[config.mk]
export PLATFORM = sky130hd
export DESIGN_NAME = pio_regbank
export DESIGN_NICKNAME = d
export VERILOG_FILES = /design/src/rtl/pio_pkg.sv /design/src/rtl/pio_decode.sv /design/src/rtl/pio_ctrl_store.sv /design/src/rtl/pio_port.sv /design/src/rtl/pio_regbank.sv
export SDC_FILE = /design/constraint.sdc
export NUM_CORES = 1
export LEC_CHECK = 0
export ABC_CLOCK_PERIOD_IN_PS = 2150
export BUFFER_PORTS_ARGS = -buffer_cell sky130_fd_sc_hd__buf_2
export CORE_ASPECT_RATIO = 0.8
export CORE_UTILIZATION = 53
export DETAILED_ROUTE_END_ITERATION = 10
export PLACE_DENSITY = 0.76
export SKIP_CTS_REPAIR_TIMING = 1
export SYNTH_ARGS = -nofsm -noshare
export SYNTH_HDL_FRONTEND = slang
export SYNTH_HIERARCHICAL = 1
export SYNTH_SLANG_ARGS = --single-unit
[constraint.sdc]
create_clock -name clk -period 2.15 [get_ports clk]
set_input_delay 0.1075 -clock clk [delete_from_list [all_inputs] [get_ports clk]]
set_output_delay 0.1075 -clock clk [all_outputs]
set_load 0.01 [all_outputs]
[src/rtl/pio_pkg.sv]
// Package: shared constants for the port and control register bank.
// Assumes 16-bit registers and word-aligned slot offsets in a 64-byte window.
package pio_pkg;
    localparam int unsigned REG_W      = 16;
    localparam int unsigned DEC_BITS   = 6;
    localparam int unsigned NUM_SLOTS  = 11;

    // Slot numbers (byte offset divided by four).
    localparam int unsigned SLOT_MODE    = 0;
    localparam int unsigned SLOT_DETECT  = 1;
    localparam int unsigned SLOT_STATUS  = 2;
    localparam int unsigned SLOT_POWER   = 3;
    localparam int unsigned SLOT_CARDCTL = 4;
    localparam int unsigned SLOT_ROUTE   = 5;
    localparam int unsigned SLOT_IMASK   = 6;
    localparam int unsigned SLOT_ISTAT   = 7;
    localparam int unsigned SLOT_DIR     = 8;
    localparam int unsigned SLOT_LVL_A   = 9;
    localparam int unsigned SLOT_LVL_B   = 10;

    localparam int unsigned PLAIN_N      = 6;
    localparam logic [15:0] STATUS_VALUE = 16'h0002;
    localparam int unsigned PWR_TRIG_BIT = 7;
    localparam logic [15:0] PWR_FORCE    = 16'h8040;

    // Maps a plain-storage index to its slot number.
    function automatic int unsigned plain_slot(input int unsigned g);
        case (g)
            0:       return SLOT_MODE;
            1:       return SLOT_DETECT;
            2:       return SLOT_CARDCTL;
            3:       return SLOT_ROUTE;
            4:       return SLOT_IMASK;
            default: return SLOT_ISTAT;
        endcase
    endfunction
endpackage

[src/rtl/pio_decode.sv]
// Module: address decoder. Turns a byte address into a slot number and a hit flag.
// Assumes only the low DEC_BITS bits matter and slots are 32-bit aligned.
module pio_decode #(
    parameter int unsigned ADDR_W   = 8,
    parameter int unsigned DEC_BITS = pio_pkg::DEC_BITS,
    localparam int unsigned IDX_W   = DEC_BITS - 2
) (
    input  logic [ADDR_W-1:0] addr,
    output logic              hit,
    output logic [IDX_W-1:0]  idx
);
    import pio_pkg::*;

    logic [DEC_BITS-1:0] off;

    // Keep the decoded window only; fold away the rest.
    assign off = addr[DEC_BITS-1:0];
    assign idx = off[DEC_BITS-1:2];

    // A slot hits when aligned and inside the populated range.
    always_comb begin
        hit = (off[1:0] == 2'b00) && (int'(idx) < int'(NUM_SLOTS));
    end

    generate
        if (ADDR_W > DEC_BITS) begin : g_hi
            logic unused_addr_hi;
            assign unused_addr_hi = ^addr[ADDR_W-1:DEC_BITS];
        end
    endgenerate
endmodule

[src/rtl/pio_ctrl_store.sv]
// Module: control storage. Plain read/write words plus the power word.
// Assumes wr_en is already qualified by a decode hit.
module pio_ctrl_store #(
    parameter int unsigned REG_W = pio_pkg::REG_W,
    parameter int unsigned IDX_W = 4
) (
    input  logic                                 clk,
    input  logic                                 rst_n,
    input  logic                                 wr_en,
    input  logic [IDX_W-1:0]                     idx,
    input  logic [REG_W-1:0]                     wdata,
    output logic [pio_pkg::PLAIN_N-1:0][REG_W-1:0] plain_q,
    output logic [REG_W-1:0]                     power_q
);
    import pio_pkg::*;

    genvar g;
    generate
        for (g = 0; g < int'(PLAIN_N); g++) begin : g_plain
            // Plain storage word: load on a matching write.
            always_ff @(posedge clk) begin
                if (!rst_n) begin
                    plain_q[g] <= '0;
                end else if (wr_en && (idx == IDX_W'(plain_slot(g)))) begin
                    plain_q[g] <= wdata;
                end
            end
        end
    endgenerate

    // Power word: a set trigger bit forces the fixed extra bits.
    always_ff @(posedge clk) begin
        if (!rst_n) begin
            power_q <= '0;
        end else if (wr_en && (idx == IDX_W'(SLOT_POWER))) begin
            if (wdata[PWR_TRIG_BIT]) begin
                power_q <= wdata | REG_W'(PWR_FORCE);
            end else begin
                power_q <= wdata;
            end
        end
    end
endmodule

[src/rtl/pio_port.sv]
// Module: general-purpose port. Holds direction and level, samples input pins,
// masks outputs and raises the changed-lines strobe after port writes.
// Assumes pin_in is already synchronous to clk.
module pio_port #(
    parameter int unsigned LINES = pio_pkg::REG_W
) (
    input  logic             clk,
    input  logic             rst_n,
    input  logic             dir_wr,
    input  logic             lvl_wr,
    input  logic [LINES-1:0] wdata,
    input  logic [LINES-1:0] pin_in,
    output logic [LINES-1:0] dir_q,
    output logic [LINES-1:0] lvl_q,
    output logic [LINES-1:0] pin_seen_q,
    output logic [LINES-1:0] pin_out,
    output logic [LINES-1:0] pin_changed
);
    logic [LINES-1:0] pin_edge;
    logic [LINES-1:0] lvl_bus;
    logic [LINES-1:0] lvl_nxt;
    logic [LINES-1:0] dir_nxt;
    logic [LINES-1:0] masked_nxt;
    logic [LINES-1:0] recorded_q;

    assign pin_edge = pin_in ^ pin_seen_q;

    // Next-state of the port words; per-line pin edges override bus data.
    always_comb begin
        lvl_bus    = lvl_wr ? (wdata & dir_q) : lvl_q;
        dir_nxt    = dir_wr ? wdata : dir_q;
        lvl_nxt    = (lvl_bus & ~pin_edge) | (pin_in & pin_edge);
        masked_nxt = lvl_nxt & dir_nxt;
    end

    // Port state: sample pins, update level and direction words.
    always_ff @(posedge clk) begin
        if (!rst_n) begin
            pin_seen_q <= '0;
            lvl_q      <= '0;
            dir_q      <= '0;
        end else begin
            pin_seen_q <= pin_in;
            lvl_q      <= lvl_nxt;
            dir_q      <= dir_nxt;
        end
    end

    // Change strobe: compare against the word recorded at the last port write.
    always_ff @(posedge clk) begin
        if (!rst_n) begin
            recorded_q  <= '0;
            pin_changed <= '0;
        end else if (dir_wr || lvl_wr) begin
            recorded_q  <= masked_nxt;
            pin_changed <= masked_nxt ^ recorded_q;
        end else begin
            pin_changed <= '0;
        end
    end

    assign pin_out = lvl_q & dir_q;
endmodule

[src/rtl/pio_regbank.sv]
// Module: top of the register bank. Decodes the bus, routes writes to the
// control store and the port, and multiplexes read data.
// Assumes single-cycle access: write on the edge, read data combinational.
module pio_regbank #(
    parameter int unsigned ADDR_W  = 8,
    parameter int unsigned WDATA_W = 32,
    parameter int unsigned REG_W   = pio_pkg::REG_W
) (
    input  logic               clk,
    input  logic               rst_n,
    input  logic [ADDR_W-1:0]  bus_addr,
    input  logic               bus_wr,
    input  logic [WDATA_W-1:0] bus_wdata,
    input  logic               bus_rd,
    output logic [REG_W-1:0]   bus_rdata,
    input  logic [REG_W-1:0]   pin_in,
    output logic [REG_W-1:0]   pin_out,
    output logic [REG_W-1:0]   pin_changed
);
    import pio_pkg::*;

    localparam int unsigned IDX_W = DEC_BITS - 2;

    logic                          dec_hit;
    logic [IDX_W-1:0]              dec_idx;
    logic                          wr_ok;
    logic                          dir_wr;
    logic                          lvl_wr;
    logic [REG_W-1:0]              wdata16;
    logic [PLAIN_N-1:0][REG_W-1:0] plain_q;
    logic [REG_W-1:0]              power_q;
    logic [REG_W-1:0]              dir_q;
    logic [REG_W-1:0]              lvl_q;
    logic [REG_W-1:0]              pin_seen_q;

    pio_decode #(.ADDR_W(ADDR_W), .DEC_BITS(DEC_BITS)) u_dec (
        .addr (bus_addr),
        .hit  (dec_hit),
        .idx  (dec_idx)
    );

    assign wdata16 = bus_wdata[REG_W-1:0];
    assign wr_ok   = bus_wr && dec_hit;
    assign dir_wr  = wr_ok && (dec_idx == IDX_W'(SLOT_DIR));
    assign lvl_wr  = wr_ok && ((dec_idx == IDX_W'(SLOT_LVL_A)) ||
                               (dec_idx == IDX_W'(SLOT_LVL_B)));

    generate
        if (WDATA_W > REG_W) begin : g_wide
            logic unused_wdata_hi;
            assign unused_wdata_hi = ^bus_wdata[WDATA_W-1:REG_W];
        end
    endgenerate

    pio_ctrl_store #(.REG_W(REG_W), .IDX_W(IDX_W)) u_ctrl (
        .clk     (clk),
        .rst_n   (rst_n),
        .wr_en   (wr_ok),
        .idx     (dec_idx),
        .wdata   (wdata16),
        .plain_q (plain_q),
        .power_q (power_q)
    );

    pio_port #(.LINES(REG_W)) u_port (
        .clk         (clk),
        .rst_n       (rst_n),
        .dir_wr      (dir_wr),
        .lvl_wr      (lvl_wr),
        .wdata       (wdata16),
        .pin_in      (pin_in),
        .dir_q       (dir_q),
        .lvl_q       (lvl_q),
        .pin_seen_q  (pin_seen_q),
        .pin_out     (pin_out),
        .pin_changed (pin_changed)
    );

    // Read multiplexer: zero unless a mapped slot is read.
    always_comb begin
        bus_rdata = '0;
        if (bus_rd && dec_hit) begin
            for (int g = 0; g < int'(PLAIN_N); g++) begin
                if (dec_idx == IDX_W'(plain_slot(g))) begin
                    bus_rdata = plain_q[g];
                end
            end
            if (dec_idx == IDX_W'(SLOT_STATUS)) bus_rdata = REG_W'(STATUS_VALUE);
            if (dec_idx == IDX_W'(SLOT_POWER))  bus_rdata = power_q;
            if (dec_idx == IDX_W'(SLOT_DIR))    bus_rdata = dir_q;
            if (dec_idx == IDX_W'(SLOT_LVL_A) ||
                dec_idx == IDX_W'(SLOT_LVL_B))  bus_rdata = lvl_q;
        end
    end
endmodule

=== Yosys cells after proc, flatten, opt, wreduce, memory -nomap -nowiden ===
Index checks and enable logic that the tools add are counted.

* Equal/unequal tests: 16
* Bitwise operators: 9
* $lt $le $gt $ge: 1
* Reductions and logical operators: 17
* Muxes and demuxes: 20

{| class="wikitable"
|+ Operators by type and width
! kind !! number
|-
| 16-bit two-way mux || 14
|-
| 16-bit bitwise AND || 5
|-
| 16-bit XOR || 2
|-
| 4-bit == test || 6
|-
| 4-bit two-way mux || 6
|-
| 4-bit by 3-bit == test with 1-bit output (second input constant) || 4
|-
| 16-bit NOT || 1
|-
| 16-bit bitwise OR || 1
|-
| 4-bit == test (second input constant) || 3
|-
| 1-bit logical AND || 12
|-
| 4-bit by 2-bit == test with 1-bit output (second input constant) || 2
|-
| 4-bit by 1-bit == test with 1-bit output (second input constant) || 1
|-
| 4-bit zero test || 1
|-
| 4-bit < comparator (second input constant) || 1
|-
| 2-bit zero test || 1
|-
| 1-bit logical OR || 2
|-
| 2-bit AND reduction || 1
|}

* Output and inout bits: 48
* Bits in registers: 192

=== Longest topological paths before layout ===
* Depth after elaboration: 16
* Mapped depth: 13
* Gate-level depth less buffers: 8

=== By module ===
The synthesis kept the hierarchy.

{| class="wikitable"
|+ Modules (own cells, without submodules)
! module !! times used !! cells an instance !! area an instance (um2)
|-
| pio_ctrl_store || 1 || 389 || 4103.9
|-
| pio_port || 1 || 366 || 3533.4
|-
| pio_regbank || 1 || 263 || 1783.0
|-
| pio_decode || 1 || 6 || 50.0
|}

=== Least setup slack after synthesis ===
Ideal clock, no wire load.

* Path kind: input port to flip-flop
* From: input bus_addr[2]
* To: register u_port.recorded_q[10]
* Data required time: 2033 ps
* Setup time: 117 ps
* Arrival time: 2219 ps
* Setup slack: -185 ps
* Path buffers: 5
* Cell stages on the path: 12
* Cells stage by stage: buf_4 buf_4 xnor2_2 or2_1 buf_6 buf_6 nor2_1 buf_4 nor2b_1 nor3_1 nor3_2 a22o_1

* Cells in the longest elaborated chain, start to end: 8
* Elaborated cells on any way between the ends: 15

{| class="wikitable"
|+ RTL lines
! element !! line !! source
|-
| from (decl) || pio_regbank.sv:11 || <nowiki>input logic [ADDR_W-1:0] bus_addr,</nowiki>
|-
| 4-bit < comparator || pio_decode.sv:22 || <nowiki>hit = (off[1:0] == 2'b00) && (int'(idx) < int'(NUM_SLOTS));</nowiki>
|-
| 1-bit logical AND || pio_decode.sv:22 ||
|-
| 1-bit logical AND || pio_regbank.sv:43 || <nowiki>assign wr_ok = bus_wr && dec_hit;</nowiki>
|-
| 1-bit logical AND * || pio_regbank.sv:45 || <nowiki>assign lvl_wr = wr_ok && ((dec_idx == IDX_W'(SLOT_LVL_A)) ||</nowiki>
|-
| named net lvl_wr || pio_regbank.sv:28 || <nowiki>logic lvl_wr;</nowiki>
|-
| 16-bit two-way mux || pio_port.sv:30 || <nowiki>lvl_bus = lvl_wr ? (wdata & dir_q) : lvl_q;</nowiki>
|-
| 16-bit bitwise AND || pio_port.sv:32 || <nowiki>lvl_nxt = (lvl_bus & ~pin_edge) | (pin_in & pin_edge);</nowiki>
|-
| 16-bit bitwise OR || pio_port.sv:32 ||
|-
| 16-bit bitwise AND || pio_port.sv:33 || <nowiki>masked_nxt = lvl_nxt & dir_nxt;</nowiki>
|-
| to (signal assigned) || pio_port.sv:55 || <nowiki>recorded_q <= masked_nxt;</nowiki>
|-
| to (decl) || pio_port.sv:24 || <nowiki>logic [LINES-1:0] recorded_q;</nowiki>
|}

Mark *: on every way through the listed nets, which the timed path passes. The rest lies on a longest branch.
A chain may end at the register's enable or synchronous reset.

=== Worst setup path in the final report ===
* From: input bus_addr[3]
* To: output bus_rdata[7]

* Elaborated cells on any way between the ends: 26

{| class="wikitable"
|+ RTL lines
! element !! line !! source
|-
| 4-bit < comparator || pio_decode.sv:22 ||
|-
| 1-bit logical AND || pio_decode.sv:22 ||
|-
| named net dec_hit || pio_regbank.sv:24 || <nowiki>logic dec_hit;</nowiki>
|-
| 1-bit logical AND || pio_regbank.sv:82 || <nowiki>if (bus_rd && dec_hit) begin</nowiki>
|-
| 16-bit two-way mux || pio_regbank.sv:82 ||
|-
| to (decl) || pio_regbank.sv:15 || <nowiki>output logic [REG_W-1:0] bus_rdata,</nowiki>
|}

The timed path passes the listed nets, and every way through them passes these cells.

==> results.yml <==
cells_and_area:
  drive_gt1_frac: 0.220
  finalNetCount: 1189
  diodes: 0
  multi_input_area_sq_um: 5170
  seq_area_sq_um: 3840
  nFillCells: 1413
  area_growth_pct: 17.1
detailed_routing:
  viasPerCell: 5.83
  dr.pass1.iters: 6
  drt-initial-drc-count: 734
  wl_per_cell_um: 18.0
  drc_errors: 0
  vias: 7975
  drt_wl_total_um: 24600
  ant_nets: 0
global_route:
  grt_usage: 0.269
  overflow: 0
  grt_max_degree: 74
  grt_antenna_before_repair: 0
  grt_pass1_wl_um: 38300
  grt_pass1_vias: 7453
setup_path:
  worstReg2RegEnd: "u_port/pin_changed[15]"
  critPathCapture: "bus_rdata[7]"
  worstPathArrival_ns: 1.94
  required_ns: 2.04
  ff2ff_path_depth: 4
  crit_fanout: 9
  cp-end-kind: "output port"
  r2r_start: "u_port/dir_q[15]"
  worst-setup-path-type: "in -> out"
  r2r_slack_ns: 0.83
  startpoint_type: "input port"
  crit_path_start: "bus_addr[3]"
timing:
  finClkSkew_ns: 0.00618
  setup_ws_ns: 0.101
  timing.final.max_slew_violations: 0
  timing.final.crit_share: 0.953
  final_hold_viol_count: 0
  fin_crit_ns: 2.05
  hold_ws_ns: 0.0419
  worst_pin_slew_ns: 0.687
  slew_headroom: 0.541
  rsz0062_at_grt: "no"
  fmax_mhz: 488
  setup_viol_count_final: 0
worst_hold_path:
  hold_path.startpoint: "bus_wdata[9]"
  hp-class: "in -> reg"
place:
  dp_slack_ns: -0.161
  hpwl_um: 16600
  gp_congestion: 0.906
  io_buffers: 89
floorplan:
  fp.dieW_um: 151
  rows: 43
  die_area_sq_um: 18400
  core_sq_um: 17400
  die_h_um: 122
  initial_utilization: 0.543
  boundaryPins: 108
pwr:
  p_seq_frac: 0.482
  power.switching_uw: 1890
  clkPwrFrac: 0.434
  combPwrFrac: 0.084
  p_int_uw: 5640
  p_sw_frac: 0.251
  power.leakage_uw: 0.00442
  irDropWorstVdd_v: 0.000455
  total_power_uw: 7530
  p_per_area_nw_per_um2: 679
run:
  maxCapViolCount: 0
synth:
  yosysSeqAreaShare: 0.406
  async_reset_ff_frac: 0
  synth_top_area_frac: 0.406
  ys_ff_latch: 192
  synth_warnings: 6
  ys.flop_type: "dfxtp_1"
  yosysMostFrequentCell: "dfxtp_1"
  synthCells: 1024
  synth.area.top_cells: "dfxtp_1, mux2i_1, nand2_1"
  syn_avg_cell_area_sq_um: 9.25
  syn_nets: 1084
  synth_common_cells: "dfxtp_1, nand2_1, mux2i_1"
  yosys.cell_types.count: 57
  synth_area_sq_um: 9470
  synth_edf_count: 0
  yosysTopAreaCell: "dfxtp_1"
clocking:
  cts.clk_slew.worst_paths_ns: 0.07
  cts.path.max_buffers: 2
  clkLatencyLatePin_ns: 0.44
  cts-root-buf: "clkbuf_16"
  numCtsBuffers: 17
  cts_tree: "built"
  cts_max_level: 4
  cts.sinks: 192
run_status:
  status: "completed"
## registers in the layout, summed over array words and instances (netlist names)
signal and count:
u_port/recorded_q 16, u_ctrl/power_q 16, u_ctrl/plain_q 96, u_port/pin_seen_q 16, u_port/pin_changed 16, u_port/lvl_q 16
u_port/dir_q 16
## stage by stage
| step | instances | utilization | setup TNS [ns] | instance area [sq um] |
|---|---|---|---|---|
| finish | 1367 | 0.636 | 0 | 11100 |
| global route | 1367 | 0.636 | 0 | 11100 |
| CTS | 1351 | 0.627 | 0 | 10900 |
| detailed placement | 1319 | 0.592 | -5.12 | 10300 |
| global placement | 1319 | 0.592 | -1.63 | 10300 |
| floorplan | 1024 | - | 0 | 9530 |
## layout make-up
| type | count | area share |
|---|---|---|
| clock buffer | 19 | 0.0408 |
| inverter | 19 | 0.00643 |
| tap | 225 | 0.0254 |
| timing repair buffer | 160 | 0.101 |
| clock inverter | 13 | 0.0135 |
| multi-input combinational | 739 | 0.466 |
| sequential | 192 | 0.346 |
## worst min path at each step
stage                                 endpoint  slack [ns]  cells after the start
after floorplan           u_port/pin_seen_q[0]        0.23                      1
after global placement    u_port/pin_seen_q[2]        0.35                      2
after detailed placement  u_port/pin_seen_q[3]        0.36                      2
after CTS                 u_port/pin_seen_q[4]       -0.09                      2
after global routing           u_port/dir_q[9]        0.04                      3
final                          u_port/dir_q[9]        0.04                      3
## cell usage in the layout, fill, tap and decap left out, drive strengths merged, types with 19 or more instances in the layout
master  instances
inv            24
nor3           49
nand2         161
o21ai          84
mux2i         145
a21oi          21
clkbuf         19
nand2b         22
mux2           35
nor2b          20
buf           144
and2           49
dfxtp         192
## metal layers
layer,vias up,global-route usage,part of all wire
li1,3802,-,-
met1,3837,0.370,0.46
met2,310,0.431,0.46
met3,26,0.0588,0.069
met4,0,0.0594,0.012
met5,-,0,0
## worst max-delay path: stages
cell and delay [ns]:
buf_2 0.11, a21o_1 0.18, a211oi_2 0.31, buf_4 0.25, nand2_1 0.13, a211oi_2 0.17
buf_4 0.19, o21ai_1 0.08, o21ai_1 0.24, buf_2 0.18
## power groups by stage
stage,registers (uW),clock network [uW],logic (uW)
6_report,3630,3270,633
5_1_grt,3630,3450,679
4_1_cts,3630,3310,601
3_5_place_dp,3710,0,596
3_3_place_gp,3710,0,590
2_1_floorplan,3700,0,397
## kinds of logic (layout without fill, tap and decap cells)
family | Yosys count | in the layout | synth area share
buf+inv | 93 | 211 | 0.0569
xor+xnor | 3 | 3 | 0.00357
simple gates | 380 | 380 | 0.212
mux | 181 | 181 | 0.197
flops | 192 | 192 | 0.406
compound gates | 175 | 175 | 0.124
(Power assumes the default switching activity.)
